File: src/rtl/standby_pkg.sv
package standby_pkg;
  typedef enum logic [1:0] {
    SB_RUN     = 2'd0,
    SB_WAIT    = 2'd1,
    SB_STOP    = 2'd2,
    SB_RESTART = 2'd3
  } sb_state_e;
endpackage

File: src/rtl/irq_edge_latch.sv
module irq_edge_latch (
  input  logic clk,
  input  logic rst_n,
  input  logic irq_n,
  input  logic edge_mode,
  input  logic clr,
  output logic pend
);
  logic prev_q;

  always_ff @(posedge clk or negedge rst_n) begin
    if (!rst_n) begin
      prev_q <= 1'b1;
      pend   <= 1'b0;
    end else begin
      prev_q <= irq_n;
      if (!edge_mode || clr) pend <= 1'b0;
      else if (prev_q && !irq_n) pend <= 1'b1;
    end
  end


  edge_capture_chk: assert property (@(posedge clk) disable iff (!rst_n)
    ($fell(irq_n) && edge_mode && !clr) |=> pend);
endmodule

File: src/rtl/wake_logic.sv
module wake_logic #(
  parameter int NUM_PERIPH = 8
) (
  input  logic                  irq_n,
  input  logic                  edge_mode,
  input  logic                  edge_pend,
  input  logic                  xirq_n,
  input  logic [NUM_PERIPH-1:0] periph_irq,
  input  logic                  x_bit,
  input  logic                  i_bit,
  output logic                  wake_wait,
  output logic                  wake_stop,
  output logic                  svc_stop
);
  logic irq_req, maskable_live, xirq_live, irq_stop;

  always_comb begin
    irq_req       = edge_mode ? edge_pend : ~irq_n;
    maskable_live = (irq_req | (|periph_irq)) & ~i_bit;
    xirq_live     = ~xirq_n & ~x_bit;
    irq_stop      = edge_mode & edge_pend & ~i_bit;
    wake_wait     = maskable_live | xirq_live;
    wake_stop     = ~xirq_n | irq_stop;
    svc_stop      = xirq_live | irq_stop;
  end
endmodule

File: src/rtl/standby_fsm.sv
module standby_fsm
  import standby_pkg::*;
#(
  parameter int RESTART_CYCLES = 16
) (
  input  logic      clk,
  input  logic      rst_n,
  input  logic      wait_req,
  input  logic      stop_req,
  input  logic      s_bit,
  input  logic      wake_wait,
  input  logic      wake_stop,
  input  logic      svc_stop,
  output sb_state_e state,
  output logic      wake_taken,
  output logic      wake_valid,
  output logic      wake_service
);
  localparam int CNT_W = $clog2(RESTART_CYCLES + 1);

  sb_state_e        nxt;
  logic [CNT_W-1:0] cnt_q;
  logic             svc_q;
  logic             restart_done;

  assign restart_done = (state == SB_RESTART) && (cnt_q == '0);

  always_comb begin
    nxt        = state;
    wake_taken = 1'b0;
    case (state)
      SB_RUN: begin
        if (stop_req && !s_bit) nxt = SB_STOP;
        else if (wait_req)      nxt = SB_WAIT;
      end
      SB_WAIT: if (wake_wait) begin
        nxt        = SB_RUN;
        wake_taken = 1'b1;
      end
      SB_STOP: if (wake_stop) begin
        nxt        = SB_RESTART;
        wake_taken = 1'b1;
      end
      default: if (cnt_q == '0) nxt = SB_RUN;
    endcase
  end

  always_ff @(posedge clk or negedge rst_n) begin
    if (!rst_n) begin
      state        <= SB_RUN;
      cnt_q        <= '0;
      svc_q        <= 1'b0;
      wake_valid   <= 1'b0;
      wake_service <= 1'b0;
    end else begin
      state        <= nxt;
      wake_valid   <= ((state == SB_WAIT) && wake_wait) || restart_done;
      wake_service <= ((state == SB_WAIT) && wake_wait) || (restart_done && svc_q);
      if ((state == SB_STOP) && wake_stop) begin
        cnt_q <= CNT_W'(RESTART_CYCLES - 1);
        svc_q <= svc_stop;
      end else if ((state == SB_RESTART) && (cnt_q != '0)) begin
        cnt_q <= cnt_q - 1'b1;
      end
    end
  end


  stop_noop_chk: assert property (@(posedge clk) disable iff (!rst_n)
    (state == SB_RUN && stop_req && s_bit && !wait_req) |=> (state == SB_RUN));

  stop_hold_chk: assert property (@(posedge clk) disable iff (!rst_n)
    (state == SB_STOP && !wake_stop) |=> (state == SB_STOP));

  restart_span_chk: assert property (@(posedge clk) disable iff (!rst_n)
    (state == SB_RESTART && cnt_q != '0) |=> (state == SB_RESTART && !wake_valid));

  wait_exit_chk: assert property (@(posedge clk) disable iff (!rst_n)
    (state == SB_WAIT && wake_wait) |=> (state == SB_RUN && wake_valid && wake_service));
endmodule

File: src/rtl/standby_ctrl.sv
module standby_ctrl
  import standby_pkg::*;
#(
  parameter int NUM_PERIPH     = 8,
  parameter int RESTART_CYCLES = 16
) (
  input  logic                  clk,
  input  logic                  rst_n,
  input  logic                  wait_req,
  input  logic                  stop_req,
  input  logic                  s_bit,
  input  logic                  x_bit,
  input  logic                  i_bit,
  input  logic                  irq_n,
  input  logic                  irq_edge_mode,
  input  logic                  xirq_n,
  input  logic [NUM_PERIPH-1:0] periph_irq,
  output logic                  cpu_clk_en,
  output logic                  periph_clk_en,
  output logic                  osc_en,
  output logic                  io_hold,
  output logic                  wake_valid,
  output logic                  wake_service
);
  sb_state_e state;
  logic edge_pend, edge_clr, wake_taken;
  logic wake_wait, wake_stop, svc_stop;

  // A latched edge is consumed only when the wake will be serviced as a maskable interrupt.
  assign edge_clr = wake_taken & ~i_bit;

  irq_edge_latch u_edge (
    .clk(clk), .rst_n(rst_n), .irq_n(irq_n), .edge_mode(irq_edge_mode),
    .clr(edge_clr), .pend(edge_pend)
  );

  wake_logic #(.NUM_PERIPH(NUM_PERIPH)) u_wake (
    .irq_n(irq_n), .edge_mode(irq_edge_mode), .edge_pend(edge_pend),
    .xirq_n(xirq_n), .periph_irq(periph_irq), .x_bit(x_bit), .i_bit(i_bit),
    .wake_wait(wake_wait), .wake_stop(wake_stop), .svc_stop(svc_stop)
  );

  standby_fsm #(.RESTART_CYCLES(RESTART_CYCLES)) u_fsm (
    .clk(clk), .rst_n(rst_n), .wait_req(wait_req), .stop_req(stop_req),
    .s_bit(s_bit), .wake_wait(wake_wait), .wake_stop(wake_stop),
    .svc_stop(svc_stop), .state(state), .wake_taken(wake_taken),
    .wake_valid(wake_valid), .wake_service(wake_service)
  );

  always_comb begin
    cpu_clk_en    = 1'b0;
    periph_clk_en = 1'b0;
    osc_en        = 1'b0;
    io_hold       = 1'b0;
    case (state)
      SB_RUN:     begin cpu_clk_en = 1'b1; periph_clk_en = 1'b1; osc_en = 1'b1; end
      SB_WAIT:    begin periph_clk_en = 1'b1; osc_en = 1'b1; end
      SB_STOP:    io_hold = 1'b1;
      default:    begin osc_en = 1'b1; io_hold = 1'b1; end
    endcase
  end


  stop_gate_chk: assert property (@(posedge clk) disable iff (!rst_n)
    (io_hold && !osc_en) |-> (!cpu_clk_en && !periph_clk_en));

  wake_clocks_chk: assert property (@(posedge clk) disable iff (!rst_n)
    wake_valid |-> (cpu_clk_en && periph_clk_en && osc_en));
endmodule

File: config.mk
export PLATFORM = sky130hd
export DESIGN_NAME = standby_ctrl
export DESIGN_NICKNAME = d
export VERILOG_FILES = /design/src/rtl/standby_pkg.sv /design/src/rtl/irq_edge_latch.sv /design/src/rtl/wake_logic.sv /design/src/rtl/standby_fsm.sv /design/src/rtl/standby_ctrl.sv
export SDC_FILE = /design/constraint.sdc
export NUM_CORES = 1
export LEC_CHECK = 0
export CAP_MARGIN = 20
export CORE_MARGIN = 4
export CORE_UTILIZATION = 43
export DETAILED_ROUTE_END_ITERATION = 16
export GPL_TIMING_DRIVEN = 1
export HOLD_SLACK_MARGIN = 0.08
export PLACE_DENSITY = 0.83
export SLEW_MARGIN = 15
export SYNTH_ARGS = -nofsm -noshare
export SYNTH_HDL_FRONTEND = slang
export SYNTH_HIERARCHICAL = 1
export SYNTH_SLANG_ARGS = --single-unit
File: constraint.sdc
create_clock -name clk -period 1.7 [get_ports clk]
set_input_delay 0.34 -clock clk [delete_from_list [all_inputs] [get_ports clk]]
set_output_delay 0.34 -clock clk [all_outputs]
set_load 0.01 [all_outputs]
==> out/results.ini <==
[power_and_ir_drop]
p_leak_nw=0.5226
internal-power_mw=1.125
power_switching_mw=0.6696
seq_power_share_pct=27.0
peakVddDrop_mv=1.001
power.share.switching_pct=37.32
clock_power_share_pct=12.7
p_per_area_mw_per_mm2=1576
combPwrFrac_pct=60.3

[finish]
fin_nets=135
drive_gt1_share_pct=34.23
finalNonFillerCells=127
area_growth_pct=62.79
antennaDiodeCount=0

[grt]
grt_pass1_vias=670
grt_overflow=0
grt_max_degree=13
grt_pass1_wl_um=2987
globalRouteTotalUtil_pct=15.92
antenna_found_initial=0

[drt]
wl_per_cell_um=14.60
routed_wl_um=1854
drt_pre_antenna_iters=4
ant_nets=0
via_per_inst=5.173
drc=0
vias=657
first_iter_violations=7

[timing]
finalHoldViolCount=0
setup-violations-final=0
setup_tns_ps=0
skew_ps=7.904
slew_viol_final=0
fin_crit_sh_pct=98.17
worst_pin_slew_ps=525.4
worst_slack_ps=31.18
finalWorstPathRequiredPeriod_ps=1669
slew-limit-headroom_pct=64.86
max_clock_freq_mhz=599.2

[clock_network]
numCtsBuffers=3
path_clk_slew_ps=80
htree_levels=1
cts_root_buf=clkbuf_4
clk-insertion-delay-late_ps=280
cts_buffer_depth=2
cts_tree=yes
clkSinkCount=12

[floorplan]
num_io_pins=24
coreArea_mm2=0.001524
fp.dieArea_mm2=0.002336
initial_utilization_pct=45.89
die_x_um=48.33
die_h_um=48.33
std_cell_rows=14

[placed_design]
pre_cts_slack_ps=-483.7
io_buffers=23
dp_cells=117
place_congestion=0.7618
place_hpwl_um=1268

[setup_path]
endpoint_kind=flip-flop
crit_fanout=2
worstPathRequired_ps=1860
worstSetupPathType=primary input to flip-flop
critPathArrivalTime_ps=1830
crit_path_start_kind=primary input

[synthesis]
synthTopCellsByCount=dfrtp_1, nand2_1, inv_1
yosysSeqAreaShare_pct=43.11
synth_top_area_share_pct=39.36
syn_avg_cell_area_um2=9.581
synth_xor_xnor_area_share_pct=3.757
synthAdderAreaFrac_pct=8.945
netlist_area_um2=699.4
netlist_top_cells_area=dfrtp_1, ha_1, nand2_1
synth_top_cell_by_area=dfrtp_1
synth_simple_gate_area_share_pct=19.50
syn_inst=73
synth_top_family_by_area=simple AND/OR/NAND/NOR gates
synth_edf_count=0
synth_nets=96
synth_cell_type_count=31
yosys_warnings=6
synth-compound-area-share_pct=18.25
ys_async_sr_fraction_pct=100.0
synth_flop_cell=dfrtp_1
ys_ff_latch=12
synth.area.mux_share_pct=1.610

[status]
outcome=complete, no violations

[job]
drv_cap=0

[hold_path]
min_path_type=primary input to async pin

-- kinds of logic (layout without fill, tap and decap cells) --
| group | after synthesis | count (layout) |
|---|---|---|
| AND/OR/NAND/NOR | 26 | 26 |
| XOR/XNOR | 3 | 3 |
| multiplexers | 1 | 1 |
| buffers and inverters | 9 | 47 |
| adder cells (fa/ha/maj) | 5 | 5 |
| AO/OA/AOI/OAI | 17 | 17 |
| flip-flops | 12 | 12 |
-- critical path: stages --
cell,delay (ps)
dlygate4sd2_1,220
or4_1,390
o31a_1,350
nor2b_2,170
a21oi_2,60
o221a_4,130
a2bb2oi_2,160
-- registers in the layout, indices dropped and copies added, names as in the netlist --
| register | flops |
|---|---|
| u_edge/pend | 1 |
| u_edge/prev_q | 1 |
| u_fsm/cnt_q | 5 |
| u_fsm/state | 2 |
| u_fsm/svc_q | 1 |
| u_fsm/wake_service | 1 |
| u_fsm/wake_valid | 1 |
-- cell usage in the layout, fill, tap and decap left out, types with 2 or more instances in the layout --
master	netlist	final
clkdlybuf4s50_1	0	13
buf_4	0	12
dfrtp_1	11	9
nand2_1	11	9
inv_1	8	6
dlygate4sd2_1	0	4
clkbuf_4	0	3
nand2_2	1	3
ha_1	5	3
o21ai_0	4	3
nand2b_1	2	2
nor2b_1	3	2
dlymetal6s2s_1	0	2
clkdlybuf4s15_1	0	2
clkbuf_2	0	2
o211a_1	2	2
inv_2	0	2
a2bb2oi_2	0	2
nand3_1	2	2
xor2_1	2	2
dfrtp_2	0	2
-- area by class of cell --
| class | count | area [µm²] |
|---|---|---|
| multi-input combinational | 52 | 437.9 |
| fill | 106 | 385.4 |
| timing repair buffer | 35 | 310.3 |
| sequential | 12 | 304.0 |
| clock buffer | 4 | 36.28 |
| inverter | 8 | 30.03 |
| tap | 16 | 20.02 |
-- through the flow --
step / total power, mW / instance area [µm²] / hold WS [ps] / utilization, %
after floorplan: 0.9479 / 699.4 / 44.41 / -
after global placement: 1.210 / 991.0 / 491.0 / 65.02
after detailed placement: 1.247 / 991.0 / 496.3 / 65.02
after CTS: 1.640 / 1077 / 421.5 / 70.69
after global routing: 1.931 / 1139 / 436.4 / 74.71
final: 1.794 / 1139 / 404.5 / 74.71
-- worst paths after layout --
path	endpoint	startpoint	cells past startpoint	slack, ps
max in group asynchronous	u_fsm/state[1]$_DFFE_PN0P_	rst_n	1	920
hold / removal	u_fsm/cnt_q[1]$_DFFE_PN0P_	rst_n	1	400
hold reg to reg	u_fsm/svc_q$_DFFE_PN0P_	u_fsm/svc_q$_DFFE_PN0P_	1	520
setup reg to reg	u_fsm/state[0]$_DFFE_PN0P_	u_fsm/cnt_q[0]$_DFFE_PN0P_	6	30
min in group clk	u_fsm/svc_q$_DFFE_PN0P_	u_fsm/svc_q$_DFFE_PN0P_	1	520
setup / recovery	u_fsm/state[0]$_DFFE_PN0P_	periph_irq[4]	7	30
-- timing repair --
| action | 4_1_cts | 5_1_grt |
|---|---|---|
| setup buffers | 4 | 2 |
| cloned | 0 | 0 |
| endpoints found under the hold margin | 0 | 0 |
| hold buffers | 0 | 0 |
| setup endpoints to repair | 6 | 7 |
| pin swaps | 3 | 5 |
| gates resized for setup | 17 | 20 |
-- power by group through the flow --
| stage | Combinational [mW] | Clock (mW) | Sequential [mW] |
|---|---|---|---|
| floorplan | 0.470 | 0 | 0.478 |
| global placement | 0.722 | 0 | 0.488 |
| detailed placement | 0.758 | 0 | 0.490 |
| CTS | 0.928 | 0.234 | 0.478 |
| global route | 1.18 | 0.250 | 0.498 |
| finish | 1.08 | 0.228 | 0.485 |
-- routing by layer --
layer | vias to the layer above | track usage (%) | routed length (µm)
met2 | 25 | 25.65 | 893
met5 | - | 0 | 0
met3 | 4 | 4.601 | 122
met1 | 298 | 19.49 | 805
li1 | 330 | - | -
met4 | 0 | 6.912 | 34
(Power assumes the default switching activity.)
